[config.mk]
export PLATFORM = sky130hd
export DESIGN_NAME = bcc_bus_ctrl
export DESIGN_NICKNAME = d
export VERILOG_FILES = /design/src/rtl/bcc_pkg.sv /design/src/rtl/bcc_status_enc.sv /design/src/rtl/bcc_fsm.sv /design/src/rtl/bcc_bus_ctrl.sv
export SDC_FILE = /design/constraint.sdc
export NUM_CORES = 1
export LEC_CHECK = 0
export BUFFER_PORTS_ARGS = -buffer_cell sky130_fd_sc_hd__buf_2
export CORE_AREA = 3 3 60 73
export CTS_CLUSTER_SIZE = 24
export DETAILED_ROUTE_END_ITERATION = 6
export DIE_AREA = 0 0 63 76
export MAX_ROUTING_LAYER = met4
export PLACE_DENSITY = 0.85
export SLEW_MARGIN = 25
export SYNTH_ARGS = -nofsm -noshare
export SYNTH_HDL_FRONTEND = slang
export SYNTH_HIERARCHICAL = 1
export SYNTH_SLANG_ARGS = --single-unit
[constraint.sdc]
create_clock -name clk -period 3.7 [get_ports clk]
set_input_delay 0.185 -clock clk [delete_from_list [all_inputs] [get_ports clk]]
set_output_delay 0.185 -clock clk [all_outputs]
set_load 0.005 [all_outputs]
[src/rtl/bcc_pkg.sv]
package bcc_pkg;

    typedef enum logic [2:0] {
        CYC_FETCH = 3'd0,
        CYC_MRD   = 3'd1,
        CYC_MWR   = 3'd2,
        CYC_IORD  = 3'd3,
        CYC_IOWR  = 3'd4,
        CYC_INTA  = 3'd5,
        CYC_HALT  = 3'd6,
        CYC_RSVD  = 3'd7
    } cyc_e;

    typedef enum logic [2:0] {
        ST_IDLE,
        ST_T1,
        ST_T2,
        ST_TW,
        ST_T3,
        ST_T4,
        ST_HALT
    } st_e;

    typedef struct packed {
        logic io_m;
        logic s1;
        logic s0;
    } stat_t;

endpackage

[src/rtl/bcc_status_enc.sv]
module bcc_status_enc
    import bcc_pkg::*;
(
    input  cyc_e  cyc,
    output stat_t code,
    output logic  is_rd,
    output logic  is_wr,
    output logic  is_ack,
    output logic  has_t4
);
    always_comb begin
        code   = '{io_m: 1'b0, s1: 1'b1, s0: 1'b0};
        is_rd  = 1'b0;
        is_wr  = 1'b0;
        is_ack = 1'b0;
        has_t4 = 1'b0;
        unique case (cyc)
            CYC_FETCH: begin
                code   = '{io_m: 1'b0, s1: 1'b1, s0: 1'b1};
                is_rd  = 1'b1;
                has_t4 = 1'b1;
            end
            CYC_MRD, CYC_RSVD: begin
                code  = '{io_m: 1'b0, s1: 1'b1, s0: 1'b0};
                is_rd = 1'b1;
            end
            CYC_MWR: begin
                code  = '{io_m: 1'b0, s1: 1'b0, s0: 1'b1};
                is_wr = 1'b1;
            end
            CYC_IORD: begin
                code  = '{io_m: 1'b1, s1: 1'b1, s0: 1'b0};
                is_rd = 1'b1;
            end
            CYC_IOWR: begin
                code  = '{io_m: 1'b1, s1: 1'b0, s0: 1'b1};
                is_wr = 1'b1;
            end
            CYC_INTA: begin
                code   = '{io_m: 1'b1, s1: 1'b1, s0: 1'b1};
                is_ack = 1'b1;
            end
            CYC_HALT: begin
                code = '{io_m: 1'b0, s1: 1'b0, s0: 1'b0};
            end
        endcase
    end
endmodule

[src/rtl/bcc_fsm.sv]
module bcc_fsm
    import bcc_pkg::*;
(
    input  logic clk,
    input  logic rst_n,
    input  logic start,
    input  logic go_halt,
    input  logic ready,
    input  logic has_t4,
    output st_e  st
);
    st_e nx;

    always_ff @(posedge clk or negedge rst_n) begin
        if (!rst_n) st <= ST_IDLE;
        else        st <= nx;
    end

    always_comb begin
        nx = st;
        unique case (st)
            ST_IDLE, ST_HALT: begin
                if (start) nx = go_halt ? ST_HALT : ST_T1;
            end
            ST_T1:        nx = ST_T2;
            ST_T2, ST_TW: nx = ready ? ST_T3 : ST_TW;
            ST_T3:        nx = has_t4 ? ST_T4 : ST_IDLE;
            ST_T4:        nx = ST_IDLE;
            default:      nx = ST_IDLE;
        endcase
    end
endmodule

[src/rtl/bcc_bus_ctrl.sv]
module bcc_bus_ctrl
    import bcc_pkg::*;
#(
    parameter int ADDR_W = 16,
    parameter int DATA_W = 8
) (
    input  logic                     clk,
    input  logic                     rst_n,
    input  logic                     req_valid,
    input  logic [2:0]               req_type,
    input  logic [ADDR_W-1:0]        req_addr,
    input  logic [DATA_W-1:0]        req_wdata,
    output logic                     req_accept,
    input  logic                     ready,
    output logic [ADDR_W-DATA_W-1:0] addr_hi,
    output logic [DATA_W-1:0]        ad_out,
    output logic                     ad_oe,
    input  logic [DATA_W-1:0]        ad_in,
    output logic                     ale,
    output logic                     io_m,
    output logic                     s1,
    output logic                     s0,
    output logic                     rd_n,
    output logic                     wr_n,
    output logic                     inta_n,
    output logic                     ctl_oe,
    output logic [DATA_W-1:0]        rdata,
    output logic                     done
);
    localparam int HI_W = ADDR_W - DATA_W;

    st_e               st;
    cyc_e              cur_type;
    logic [ADDR_W-1:0] cur_addr;
    logic [DATA_W-1:0] cur_wdata;
    stat_t             code;
    logic              is_rd, is_wr, is_ack, has_t4;
    logic              start, strobe_phase;

    assign start = req_accept & req_valid;

    bcc_status_enc u_enc (
        .cyc    (cur_type),
        .code   (code),
        .is_rd  (is_rd),
        .is_wr  (is_wr),
        .is_ack (is_ack),
        .has_t4 (has_t4)
    );

    bcc_fsm u_fsm (
        .clk     (clk),
        .rst_n   (rst_n),
        .start   (start),
        .go_halt (cyc_e'(req_type) == CYC_HALT),
        .ready   (ready),
        .has_t4  (has_t4),
        .st      (st)
    );

    // request capture and read-data return
    always_ff @(posedge clk or negedge rst_n) begin
        if (!rst_n) begin
            cur_type  <= CYC_MRD;
            cur_addr  <= '0;
            cur_wdata <= '0;
            rdata     <= '0;
            done      <= 1'b0;
        end else begin
            if (start) begin
                cur_type  <= cyc_e'(req_type);
                cur_addr  <= req_addr;
                cur_wdata <= req_wdata;
            end
            done <= (st == ST_T3);
            if (st == ST_T3 && (is_rd || is_ack)) rdata <= ad_in;
        end
    end

    // pin outputs decoded from the state
    always_comb begin
        req_accept   = (st == ST_IDLE) || (st == ST_HALT);
        strobe_phase = (st == ST_T2) || (st == ST_TW) || (st == ST_T3);
        ale          = (st == ST_T1);
        ad_oe        = (st == ST_T1) || (strobe_phase && is_wr);
        ad_out       = (st == ST_T1) ? cur_addr[DATA_W-1:0] : cur_wdata;
        addr_hi      = cur_addr[ADDR_W-1 -: HI_W];
        rd_n         = !(strobe_phase && is_rd);
        wr_n         = !(strobe_phase && is_wr);
        inta_n       = !(strobe_phase && is_ack);
        ctl_oe       = (st != ST_HALT);
        io_m         = code.io_m;
        s1           = code.s1;
        s0           = code.s0;
    end
endmodule

; ---- After elaboration in Yosys (flattened, before gate mapping)
; Index checks and enable logic that the tools add are counted.
[classes]
n_eq_ne = 15
div = 0
n_lt_le_gt_ge = 0
n_addsub = 0
multipliers = 0
reduce_logical = 19
shift = 0
bitwise_logic = 1
n_mux = 11
[op_table]
columns = op, n
row1 = "3-bit equality test, second input constant", 7
row2 = 3-bit case mux with 7 select lines, 1
row3 = "3-bit by 2-bit equality test with 1-bit output, second input constant", 4
row4 = 3-bit 2-to-1 mux, 4
row5 = 3-bit case mux with 4 select lines, 1
row6 = 8-bit 2-to-1 mux, 1
row7 = 2-bit OR reduction, 4
row8 = "3-bit by 1-bit equality test with 1-bit output, second input constant", 2
row9 = 3-bit logical NOT, 2
row10 = 1-bit logical OR, 5
row11 = 1-bit logical AND, 4
row12 = 1-bit 2-to-1 mux, 4
row13 = 4-bit OR reduction, 1
row14 = 1-bit logical NOT, 3
row15 = "3-bit inequality test, second input constant", 1
row16 = "2-bit inequality test, second input constant", 1
row17 = 1-bit bitwise AND, 1
[word_totals]
elab_cells = 52
latch_bits = 0
mem_count = 0
out_inout_bits = 35
inputBits = 39
register_bits = 39
ram_bits = 0
romBits = 0

; ---- Longest topological paths before layout
[logic_depth]
word_depth = 5
ltp_mapped = 7

; ---- Modules after synthesis
; Netlist, hierarchy kept.
[modules_own_cells]
columns = mod, cells_each, area_each_um2, n_inst
row1 = bcc_bus_ctrl, 106, 1675.4, 1
row2 = bcc_fsm, 26, 219.0, 1
row3 = bcc_status_enc, 11, 86.3, 1

; ---- Worst setup path after synthesis
; Ideal clock, no wire load.
[synth_timing]
kind = register -> register
start = register u_fsm.st[1]
end = register u_fsm.st[0]
required_ps = 3589
setup_time_ps = 111
t_arrival_ps = 1732
path_stages_with_launch = 8
n_path_buf = 2
path_slack_ps = 1857
period_less_slack_ps = 1843
path_cell_list = dfrtp_1 > nor2b_4 > nor4b_2 > buf_6 > buf_8 > inv_1 > a21o_1 > a222oi_1
[synth_between]
elab_chain_len = 4
elab_cells_between_ends = 12
cone_classes = 6 x eq/ne / 1 x mux / 1 x bitwise / 4 x reduce/logical
[synth_lines]
columns = element, line_no
row1 = start: declaration, bcc_fsm.sv:10  ; output st_e st
row2 = start signal: assignment, bcc_fsm.sv:16  ; else st <= nx;
row3 = 3-bit equality test / 3-bit logical NOT (equally long branches), bcc_bus_ctrl.sv:82  ; req_accept = (st == ST_IDLE) || (st == ST_HALT);
row4 = 1-bit logical OR *, bcc_bus_ctrl.sv:82
row5 = 1-bit bitwise AND *, bcc_bus_ctrl.sv:40  ; assign start = req_accept & req_valid;
row6 = via start, bcc_bus_ctrl.sv:38  ; logic start, strobe_phase;
row7 = 2-bit inequality test (no line) *, -
; The timed path passes the listed nets; every way through them passes the cells marked *.
; A chain may end at the register's enable or synchronous reset.

; ---- Final worst setup path
[layout_timing]
start = register u_fsm.st[2]
end = register u_fsm.st[2]
[layout_between]
elab_chain_len = 4
elab_cells_between_ends = 12
cone_classes = 6 x eq/ne / 1 x mux / 1 x bitwise / 4 x reduce/logical
[layout_lines]
columns = element, line_no
row1 = 3-bit equality test / 3-bit logical NOT (equally long branches), "bcc_fsm.sv:21, bcc_bus_ctrl.sv:82"
row2 = 1-bit logical OR, bcc_bus_ctrl.sv:82
row3 = 1-bit bitwise AND, bcc_bus_ctrl.sv:40
row4 = 2-bit inequality test (no line), -
; Parallel ways exist; a longest one is shown, timed or not.

==> qor.csv <==
metric,value,unit
synth unique cells,33,
Initial Util,53.6,%
Pint,1390,uW
PD cells,863,mW/mm2
chip width,63,um
"Net Count, Synth",182,
largest net degree at the start of global routing,40,
clock group share of total power,12.8,%
Worst-Skew Late Latency,0.28,ns
worst-path fanout max,16,
endpoint class of the critical path,flop,
status,"finished, final reports clean",
post-route cell area,0.00237,mm2
CP required,3.87,ns
reg2reg setup slack,1.38,ns
Vias/cell,5.01,
clk sinks,39,
Rows,24,
Num CTS Buffers,5,
Placer Congestion,0.847,
Worst-Margin Slew,0.825,ns
Port Buffers,73,
Seq pwr share,39.8,%
Max-cap violations,0,
first-pass GRT wire length,6100,um
Total GRT Usage,16.5,%
# Post-CTS Setup Buffers,0,
Worst-path clk slew,0.07,ns
initial antenna violation count,0,
Mapped Area,0.00198,mm2
"Slew Viols, Final",0,
core outline area,0.00369,mm2
Fillers,314,
Leak,0.00117,uW
Hold Crit Class,input pin to asynchronous set/reset pin,
First DRT Iteration DRCs,63,
Mean Syn Cell Area,13.9,um2
vias in the first global route,1360,
combinational share of power,47.4,%
CTS max path bufs,2,
Setup-failing EPs final,0,
Fmax,0.431,GHz
Routed Antenna Nets,0,
final setup margin,1.38,ns
Die H,76,um
CTS tree,yes,
CP Data Arrival Time,2.49,ns
WL final,3640,um
min cycle time layout,2.32,ns
switching power,659,uW
switch share,32.2,%
final core utilization,64.3,%
synth-to-layout area growth,19.9,%
DP Area,0.00229,mm2
root buf cell,clkbuf_8,
Max VDD drop,0.414,mV
Post-CTS Resized,0,
Synth warnings,6,
share of post-route cells with drive strength above 1,61.6,%
"FF+latch count, synth",39,
final hold violation count,0,
top cell type's share of synthesized area,48.0,%
Nets,249,
die footprint,0.00479,mm2
Max-slew headroom,45.0,%
Ports,74,
number of inserted diodes,0,
RSZ-0062 raised after global routing,no,
Residual DRC,0,
DP Worst Slack,1.35,ns
Hold Buf Count CTS,0,
Max H-tree Level,2,
Post-Syn Instances,143,
gr ovfl total,0,
"area leader, netlist",dfrtp_1,
sequential-to-total area share from yosys stat,49.3,%
Setup Crit Path Kind,flop to flop,
crit start category,flop,
setup_tns,0,ns
worst clock skew,0.00666,ns
via count,1317,
post-DP HPWL,2730,um
DR pass1 iterations,4,
synth top area cells,"dfrtp_1, mux2_4, mux2_2, buf_4, buf_6",
Avg WL per Cell,13.8,um
period utilization,62.7,%
Tot Pwr,2050,uW
## per-layer routing
metal / wire, um / global-route usage (%) / share of wire, %
met4: 30 / 5.08 / 0.82
met3: 344 / 5.46 / 9.5
met1: 1560 / 19.0 / 43
met2: 1710 / 27.1 / 47
met5: 0 / - / 0
## worst max-delay path, cell delays in order (launching register included)
cell and delay, ns:
dfrtp_1 0.54, nor2b_1 0.24, nor4b_4 0.57, buf_4 0.36, nor2b_1 0.19, o22ai_1 0.10, a22o_1 0.19
## flip-flops by register name, summed over array words and instances (netlist names)
register   count
rdata          8
cur_type       3
done           1
cur_wdata      8
u_fsm/st       3
cur_addr      16
## Yosys cell counts (all sizes together)
cell type  number
xnor2           1
a222oi          1
o21a            1
and2            1
a22o            1
nand2           3
mux2i           2
dfrtp          38
nor2            6
o22ai           2
buf            16
nor3            3
and3b           1
a21oi           1
dfstp           1
nor3b           3
o21bai          2
o21ai           6
inv             2
mux2           43
nor2b           3
nor4b           1
nand3b          1
nand2b          1
a21o            2
or2b            1
## cell usage in the layout (no fill, tap or decap)
cell	netlist	final
buf_2	1	73
nand3b_1	1	1
mux2_4	19	19
o21ai_0	5	5
clkbuf_1	0	3
nor4b_4	0	1
o21bai_1	2	2
nand2b_1	1	1
mux2_2	24	24
nor2b_4	1	1
nor3b_2	2	2
o21ai_1	1	1
a21o_1	2	2
buf_4	9	3
or2b_1	1	1
dfstp_2	1	1
nor2_1	6	6
clkbuf_8	0	5
o22ai_1	2	2
a22o_1	1	1
nand2_1	3	3
dfrtp_1	38	38
and3b_2	1	1
and2_1	1	1
inv_1	2	2
a222oi_1	1	1
nor2b_1	2	2
nor3_1	3	3
mux2i_1	2	2
a21oi_1	1	1
o21a_1	1	1
nor3b_1	1	1
xnor2_1	1	1
## power by group through the flow
stage | Sequential [uW] | Combinational, uW | Clock (uW)
finish | 816 | 971 | 263
CTS | 819 | 985 | 275
floorplan | 768 | 804 | 0
detailed placement | 823 | 984 | 0
global route | 857 | 1060 | 293
global placement | 813 | 957 | 0
## cells by family after synthesis
kind of cell / after synthesis / synth area share, %
AO/OA/AOI/OAI: 16 / 5.24
XOR/XNOR: 1 / 0.442
buffers and inverters: 18 / 7.83
flip-flops: 39 / 49.3
multiplexers: 45 / 29.1
AND/OR/NAND/NOR: 24 / 8.09
## final timing paths
check | start | endpoint | depth (start not counted)
max | u_fsm/st[2] | u_fsm/st[2] | 6
min in group clk | req_wdata[3] | cur_wdata[3] | 2
max in group asynchronous | rst_n | rdata[2] | 1
min reg2reg | cur_addr[5] | cur_addr[5] | 1
max reg2reg | u_fsm/st[2] | u_fsm/st[2] | 6
min | rst_n | cur_wdata[7] | 1
## stage by stage
stage | std cells | hold slack [ns]
after floorplan | 143 | -0.111
after global placement | 255 | 0.329
after detailed placement | 255 | 0.343
after CTS | 263 | 0.0336
after global routing | 263 | 0.0776
final | 263 | 0.00328
## area by class of cell
class,count,area [um2],share of cell area (%)
Timing Repair Buffer,76,388,16.3
Tap cell,52,65.1,2.74
Multi-Input combinational cell,86,857,36.1
Clock buffer,8,80.1,3.37
Inverter,2,7.51,0.316
Sequential cell,39,977,41.1
Note: power is estimated with default switching activity, not from simulation.
